**src/rtl/phc_pkg.sv**
```systemverilog
package phc_pkg;
  localparam int TS_W   = 64;
  localparam int BYTE_W = 8;
  localparam logic [63:0] KEY_DEF = {2{32'h5CA33AC5}};

  typedef enum logic [1:0] {
    ST_OFF = 2'd0,
    ST_ARM = 2'd1,
    ST_ON  = 2'd2
  } phc_st_e;
endpackage

```
**src/rtl/phc_seq.sv**
```systemverilog
module phc_seq
  import phc_pkg::*;
#(
  parameter int KEY_BITS = 64,
  parameter logic [KEY_BITS-1:0] KEY_PAT = KEY_DEF[KEY_BITS-1:0],
  parameter int XFER_BITS = TS_W,
  parameter int CNT_W = 6
) (
  input  logic             clk_i,
  input  logic             rst_ni,
  input  logic             acc_i,
  input  logic             rd_i,
  input  logic             bit_i,
  output phc_st_e          st_o,
  output logic [CNT_W-1:0] ptr_o,
  output logic             cap_o,
  output logic             done_o
);
  localparam logic [CNT_W-1:0] KEY_LAST  = CNT_W'(KEY_BITS - 1);
  localparam logic [CNT_W-1:0] XFER_LAST = CNT_W'(XFER_BITS - 1);

  phc_st_e          st_q, st_d;
  logic [CNT_W-1:0] ptr_q, ptr_d;
  logic             key_hit;

  assign key_hit = (bit_i == KEY_PAT[ptr_q]);

  always_comb begin
    st_d   = st_q;
    ptr_d  = ptr_q;
    cap_o  = 1'b0;
    done_o = 1'b0;
    if (acc_i) begin
      unique case (st_q)
        ST_OFF: begin
          if (rd_i) begin
            st_d  = ST_ARM;
            ptr_d = '0;
          end
        end
        ST_ARM: begin
          if (rd_i) begin
            ptr_d = '0;
          end else if (!key_hit) begin
            st_d  = ST_OFF;
            ptr_d = '0;
          end else if (ptr_q == KEY_LAST) begin
            st_d  = ST_ON;
            ptr_d = '0;
            cap_o = 1'b1;
          end else begin
            ptr_d = ptr_q + 1'b1;
          end
        end
        ST_ON: begin
          if (ptr_q == XFER_LAST) begin
            st_d   = ST_OFF;
            ptr_d  = '0;
            done_o = 1'b1;
          end else begin
            ptr_d = ptr_q + 1'b1;
          end
        end
        default: begin
          st_d  = ST_OFF;
          ptr_d = '0;
        end
      endcase
    end
  end

  always_ff @(posedge clk_i or negedge rst_ni) begin
    if (!rst_ni) begin
      st_q  <= ST_OFF;
      ptr_q <= '0;
    end else begin
      st_q  <= st_d;
      ptr_q <= ptr_d;
    end
  end

  assign st_o  = st_q;
  assign ptr_o = ptr_q;
endmodule

```
**src/rtl/phc_time_reg.sv**
```systemverilog
module phc_time_reg
  import phc_pkg::*;
#(
  parameter int CNT_W = 6
) (
  input  logic             clk_i,
  input  logic             rst_ni,
  input  logic             cap_i,
  input  logic             wr_en_i,
  input  logic             done_i,
  input  logic [CNT_W-1:0] ptr_i,
  input  logic             bit_i,
  input  logic [BYTE_W-1:0] year_i,
  input  logic [BYTE_W-1:0] month_i,
  input  logic [BYTE_W-1:0] mday_i,
  input  logic [BYTE_W-1:0] wday_i,
  input  logic [BYTE_W-1:0] hour_i,
  input  logic [BYTE_W-1:0] min_i,
  input  logic [BYTE_W-1:0] sec_i,
  input  logic [BYTE_W-1:0] csec_i,
  output logic             rd_bit_o,
  output logic             twr_o,
  output logic [TS_W-1:0]  twr_word_o
);
  localparam int N_FLD = TS_W / BYTE_W;

  logic [BYTE_W-1:0] fld [N_FLD];
  logic [TS_W-1:0]   ts_word;
  logic [TS_W-1:0]   sh_q, sh_d;
  logic              twr_q;
  logic [TS_W-1:0]   word_q;

  // byte order low to high is the register layout
  assign fld[0] = csec_i;
  assign fld[1] = sec_i;
  assign fld[2] = min_i;
  assign fld[3] = {2'b00, hour_i[5:0]};
  assign fld[4] = {4'h0, wday_i[3:0]};
  assign fld[5] = mday_i;
  assign fld[6] = month_i;
  assign fld[7] = year_i;

  for (genvar f = 0; f < N_FLD; f++) begin : g_fld
    assign ts_word[f*BYTE_W +: BYTE_W] = fld[f];
  end

  always_comb begin
    sh_d = sh_q;
    if (cap_i) begin
      sh_d = ts_word;
    end else if (wr_en_i) begin
      sh_d[ptr_i] = bit_i;
    end
  end

  always_ff @(posedge clk_i or negedge rst_ni) begin
    if (!rst_ni) begin
      sh_q   <= '0;
      twr_q  <= 1'b0;
      word_q <= '0;
    end else begin
      sh_q  <= sh_d;
      twr_q <= done_i;
      if (done_i) word_q <= sh_d;
    end
  end

  assign rd_bit_o   = sh_q[ptr_i];
  assign twr_o      = twr_q;
  assign twr_word_o = word_q;
endmodule

```
**src/rtl/phc_out_mux.sv**
```systemverilog
module phc_out_mux #(
  parameter int DATA_W = 8
) (
  input  logic              on_i,
  input  logic              rd_i,
  input  logic              clk_bit_i,
  input  logic [DATA_W-1:0] rom_i,
  output logic [DATA_W-1:0] data_o
);
  always_comb begin
    if (on_i) data_o = {{(DATA_W-1){1'b0}}, rd_i & clk_bit_i};
    else      data_o = rom_i;
  end
endmodule

```
**src/rtl/phantom_clk_tap.sv**
```systemverilog
module phantom_clk_tap
  import phc_pkg::*;
#(
  parameter int ADDR_W   = 3,
  parameter int RD_BIT   = 2,
  parameter int DAT_BIT  = 0,
  parameter int DATA_W   = 8,
  parameter int KEY_BITS = 64,
  parameter logic [KEY_BITS-1:0] KEY_PAT = KEY_DEF[KEY_BITS-1:0]
) (
  input  logic              clk_i,
  input  logic              rst_ni,
  input  logic              acc_i,
  input  logic [ADDR_W-1:0] addr_i,
  input  logic [DATA_W-1:0] rom_data_i,
  input  logic [7:0]        year_i,
  input  logic [7:0]        month_i,
  input  logic [7:0]        mday_i,
  input  logic [7:0]        wday_i,
  input  logic [7:0]        hour_i,
  input  logic [7:0]        min_i,
  input  logic [7:0]        sec_i,
  input  logic [7:0]        csec_i,
  output logic [DATA_W-1:0] data_o,
  output logic              twr_o,
  output logic [63:0]       twr_word_o
);
  localparam int MAX_LEN = (KEY_BITS > TS_W) ? KEY_BITS : TS_W;
  localparam int CNT_W   = $clog2(MAX_LEN);

  phc_st_e          st;
  logic [CNT_W-1:0] ptr;
  logic             rd, sbit, cap, done, wr_en, clk_bit, on;

  assign rd    = addr_i[RD_BIT];
  assign sbit  = addr_i[DAT_BIT];
  assign on    = (st == ST_ON);
  assign wr_en = acc_i & ~rd & on;

  phc_seq #(
    .KEY_BITS (KEY_BITS),
    .KEY_PAT  (KEY_PAT),
    .XFER_BITS(TS_W),
    .CNT_W    (CNT_W)
  ) u_seq (
    .clk_i (clk_i),
    .rst_ni(rst_ni),
    .acc_i (acc_i),
    .rd_i  (rd),
    .bit_i (sbit),
    .st_o  (st),
    .ptr_o (ptr),
    .cap_o (cap),
    .done_o(done)
  );

  phc_time_reg #(
    .CNT_W(CNT_W)
  ) u_treg (
    .clk_i     (clk_i),
    .rst_ni    (rst_ni),
    .cap_i     (cap),
    .wr_en_i   (wr_en),
    .done_i    (done),
    .ptr_i     (ptr),
    .bit_i     (sbit),
    .year_i    (year_i),
    .month_i   (month_i),
    .mday_i    (mday_i),
    .wday_i    (wday_i),
    .hour_i    (hour_i),
    .min_i     (min_i),
    .sec_i     (sec_i),
    .csec_i    (csec_i),
    .rd_bit_o  (clk_bit),
    .twr_o     (twr_o),
    .twr_word_o(twr_word_o)
  );

  phc_out_mux #(
    .DATA_W(DATA_W)
  ) u_mux (
    .on_i     (on),
    .rd_i     (rd),
    .clk_bit_i(clk_bit),
    .rom_i    (rom_data_i),
    .data_o   (data_o)
  );
endmodule

```
**config.mk**
```make
export PLATFORM = sky130hd
export DESIGN_NAME = phantom_clk_tap
export DESIGN_NICKNAME = d
export VERILOG_FILES = /design/src/rtl/phc_pkg.sv /design/src/rtl/phc_seq.sv /design/src/rtl/phc_time_reg.sv /design/src/rtl/phc_out_mux.sv /design/src/rtl/phantom_clk_tap.sv
export SDC_FILE = /design/constraint.sdc
export NUM_CORES = 1
export LEC_CHECK = 0
export ABC_AREA = 1
export BUFFER_PORTS_ARGS = -buffer_cell sky130_fd_sc_hd__buf_2
export CAP_MARGIN = 25
export CORE_ASPECT_RATIO = 1.2
export CORE_MARGIN = 1.5
export CORE_UTILIZATION = 40
export DETAILED_ROUTE_END_ITERATION = 12
export PLACE_DENSITY = 0.63
export SKIP_LAST_GASP = 1
export SYNTH_ARGS = -nofsm -noshare
export SYNTH_HDL_FRONTEND = slang
export SYNTH_HIERARCHICAL = 1
export SYNTH_SLANG_ARGS = --single-unit
```
**constraint.sdc**
```tcl
create_clock -name clk_i -period 3 [get_ports clk_i]
set_input_delay 0.6 -clock clk_i [delete_from_list [all_inputs] [get_ports clk_i]]
set_output_delay 0.6 -clock clk_i [all_outputs]
set_load 0.005 [all_outputs]
```
==> results.md <==
- Part of the Yosys area used for sequential elements: 0.464
- Worst-case clock buffer depth: 2
- Met3 routed WL: around 1200 um
- Critical register-to-register path endpoint: u_treg/twr_word_o[34]$_DFFE_PN0P_
- CTS tree: yes
- Routed len/inst: ~16 um
- Critical path launch point: u_seq/ptr_o[2]$_DFFE_PN0P_
- Critical path arrival: 2.26 ns
- DR DRC count: 0
- Yosys top cell area share: 0.464
- Clock slew at reported path FFs: 0.06 ns
- Netlist cell types: 37
- Skew final: 0.00366 ns
- Yosys reg bits: 137
- Later-pin clock latency in the skew report: between 0.4 and 0.5 ns
- Post-DP HPWL: 15,300 um
- GPL Wtd Cong: between 0.8 and 0.9
- Fin cells: approximately 1,400
- CP Class: reg2out
- Async set or reset register ratio after synthesis: 1.00
- Initial Utilization: 0.407
- Final core utilization: 0.500
- Metal-1 WL: 9010 um
- IO Count: 151
- GR Overflow Total: 0
- Placed Cells: 1,357
- Layout cells sized above 1: 0.219
- IO Port Bufs: 143
- Die X: 127 um
- Tmin final: 2.86 ns
- Syn nets: about 1,100
- ANT cells: 0
- CP endpoint kind: primary output
- Fin. max-slew vios: 0
- Num rows: 54
- Final setup viols: 0
- Final Hold Vio Count: 0
- Routed Wire Length: about 22,000 um
- Worst Setup Start Kind: flip-flop
- Dpl ws: 0.363 ns
- CTS Buf Count: 17
- Setup WS post-layout: between 0.1 and 0.15 ns
- DRT iter0 DRCs: 483
- Initial antenna violation count: 0
- First-pass DRT Iterations: 5
- CP Data Required Time: 2.40 ns
- H-tree levels: 4
- Die Y: 152 um
- # Max-Cap Violations: 0
- RSZ-0062 raised after global routing: no
- Final ANT Viol Nets: 0
- Outcome: completed
- Largest area contributor in the netlist: dfrtp_1
- Reg2reg path depth: 11
- Rel. slew slack: 0.387
- Vias in the first global route: 6,918
- Worst r2r src: u_seq/ptr_o[0]$_DFFE_PN0P_
- Vias: 7,164
- Largest net degree at the start of global routing: 93
- Leak: 0.00467 uW
- Synth Instances: 1,010
- Main flop type after synthesis: dfrtp_1
- Syn. warnings: 6
- EDFF count, synth: 0
- Nets: 1,237
- Commonest cells in the netlist: nand2_1, dfrtp_1, nand3_1, inv_1, nor2_1
- Area grow syn2layout: 23.0%
- Largest cells by area after synthesis: dfrtp_1, nand2_1, nand3_1
- Synthesized area: approximately 7400 um^2
- Clk sinks: 137
- Tcrit/Tclk final: 0.952
- Peak Freq: 0.350 GHz
- Layout fillers: 1,777
- Worst Tran Pin Value: between 0.9 and 1 ns
- Via density: 5.15
- Root Driver: clkbuf_16
- Worst-path fanout max: 7
- Global-route wire length before repair: 35,000 um
- HP Class: in2async
- Core area: 18,200 um^2
- GRT Total Usage: 0.232
- WHS: just under 0.3 ns
- Critical Path Sink: data_o[0]
- Hold-fix buffers at CTS: 0
- Worst vdd ir: 0.379 mV
- Most common cell in the netlist: nand2_1
- Die ar.: 19,300 um^2
- Top Layer Used: met4
- Setup TNS: 0 ns
- PwrDens: around 550 nW/um^2
- Reg2Reg Setup Slack: 0.33 ns
- Routed met2 length: approximately 11,000 um
- Mapped Avg Cell Area: 7.32 um^2
==> cell type report <==
type	instances	area (um^2)	area share
Multi-Input combinational cell	715	3350	0.368
Sequential cell	137	3430	0.377
Timing Repair Buffer	171	986	0.108
Tap cell	224	280	0.0308
Inverter	113	430	0.0473
Clock inverter	8	143	0.0157
Clock buffer	23	478	0.0526
==> logic make-up (layout without fill, tap and decap cells) <==
| kind of cell | after synthesis | count (layout) | share of synthesized area |
|---|---|---|---|
| AND/OR/NAND/NOR | 589 | 589 | 0.343 |
| flip-flops | 137 | 137 | 0.464 |
| buffers and inverters | 158 | 315 | 0.0861 |
| adder cells (fa/ha/maj) | 4 | 4 | 0.00677 |
| XOR/XNOR | 3 | 3 | 0.00355 |
| AO/OA/AOI/OAI | 119 | 119 | 0.0971 |
==> metrics by stage <==
step / power [uW] / cell area (um^2)
2_1_floorplan: 2490 / 7390
3_3_place_gp: 2780 / 8440
3_5_place_dp: 2780 / 8440
4_1_cts: 5020 / 9060
5_1_grt: 5220 / 9090
6_report: 5000 / 9090
==> layer usage <==
| metal | up-vias | GRT usage |
|---|---|---|
| met3 | 53 | 0.0475 |
| met1 | 3357 | 0.286 |
| met4 | 0 | 0.107 |
| met5 | - | 0 |
| li1 | 3517 | - |
| met2 | 237 | 0.392 |
==> worst min path at each step <==
| stage | to | cells after the start | slack [ns] | start |
|---|---|---|---|---|
| final | u_treg/twr_word_o[26]$_DFFE_PN0P_ | 1 | 0.29 | rst_ni |
| after global routing | u_treg/twr_word_o[32]$_DFFE_PN0P_ | 1 | 0.35 | rst_ni |
| after CTS | u_treg/twr_word_o[32]$_DFFE_PN0P_ | 1 | 0.31 | rst_ni |
| after detailed placement | u_treg/twr_word_o[30]$_DFFE_PN0P_ | 2 | 0.46 | u_treg/twr_word_o[30]$_DFFE_PN0P_ |
| after global placement | u_treg/twr_word_o[48]$_DFFE_PN0P_ | 2 | 0.46 | u_treg/twr_word_o[48]$_DFFE_PN0P_ |
| after floorplan | u_seq/ptr_o[0]$_DFFE_PN0P_ | 0 | 0.30 | rst_ni |
==> flip-flops by register name, indices dropped and copies added, names as in the netlist <==
signal	cells
u_seq/ptr_o	6
u_seq/st_o	2
u_treg/sh_q	64
u_treg/twr_o	1
u_treg/twr_word_o	64
==> timing repair <==
item	CTS	global route
gates resized for setup	2	4
setup endpoints to repair	1	1
buffers inserted	0	3
==> power by group <==
part	total, uW	switching, uW	leakage (uW)	internal, uW
Clock	2220	770	0.000303	1450
Combinational	798	509	0.00289	289
Sequential	1980	62.6	0.00147	1920
==> cell usage in the layout (no fill, tap or decap), types with 3 or more instances in the layout <==
| cell | n |
|---|---|
| o21ai_1 | 19 |
| nor3_2 | 5 |
| buf_2 | 142 |
| buf_12 | 4 |
| nand4_1 | 3 |
| inv_1 | 95 |
| clkbuf_8 | 3 |
| nor3_4 | 4 |
| dfrtp_1 | 135 |
| nand3_2 | 4 |
| nor2_2 | 5 |
| a31oi_1 | 28 |
| bufinv_16 | 4 |
| inv_2 | 12 |
| clkinv_2 | 4 |
| o211ai_1 | 13 |
| nand2_2 | 4 |
| nor3_1 | 5 |
| nor2_1 | 61 |
| o21ai_0 | 41 |
| o21ai_2 | 10 |
| buf_4 | 23 |
| nand2_1 | 372 |
| o21bai_1 | 4 |
| clkinv_1 | 3 |
| clkbuf_1 | 3 |
| ha_1 | 4 |
| clkbuf_16 | 17 |
| nand3_1 | 120 |
| nand2_4 | 3 |
==> critical path, cell delays in order, from the launching register on <==
cell and delay (ns):
dfrtp_1 0.50, inv_1 0.09, nor2_1 0.22, buf_4 0.22
o211ai_1 0.10, nand2_1 0.10, nor2_1 0.05, nor2_1 0.11
nor2_1 0.06, nand3_1 0.13, nand3_1 0.09, nand2_1 0.07
buf_2 0.10
(Power assumes the default switching activity.)
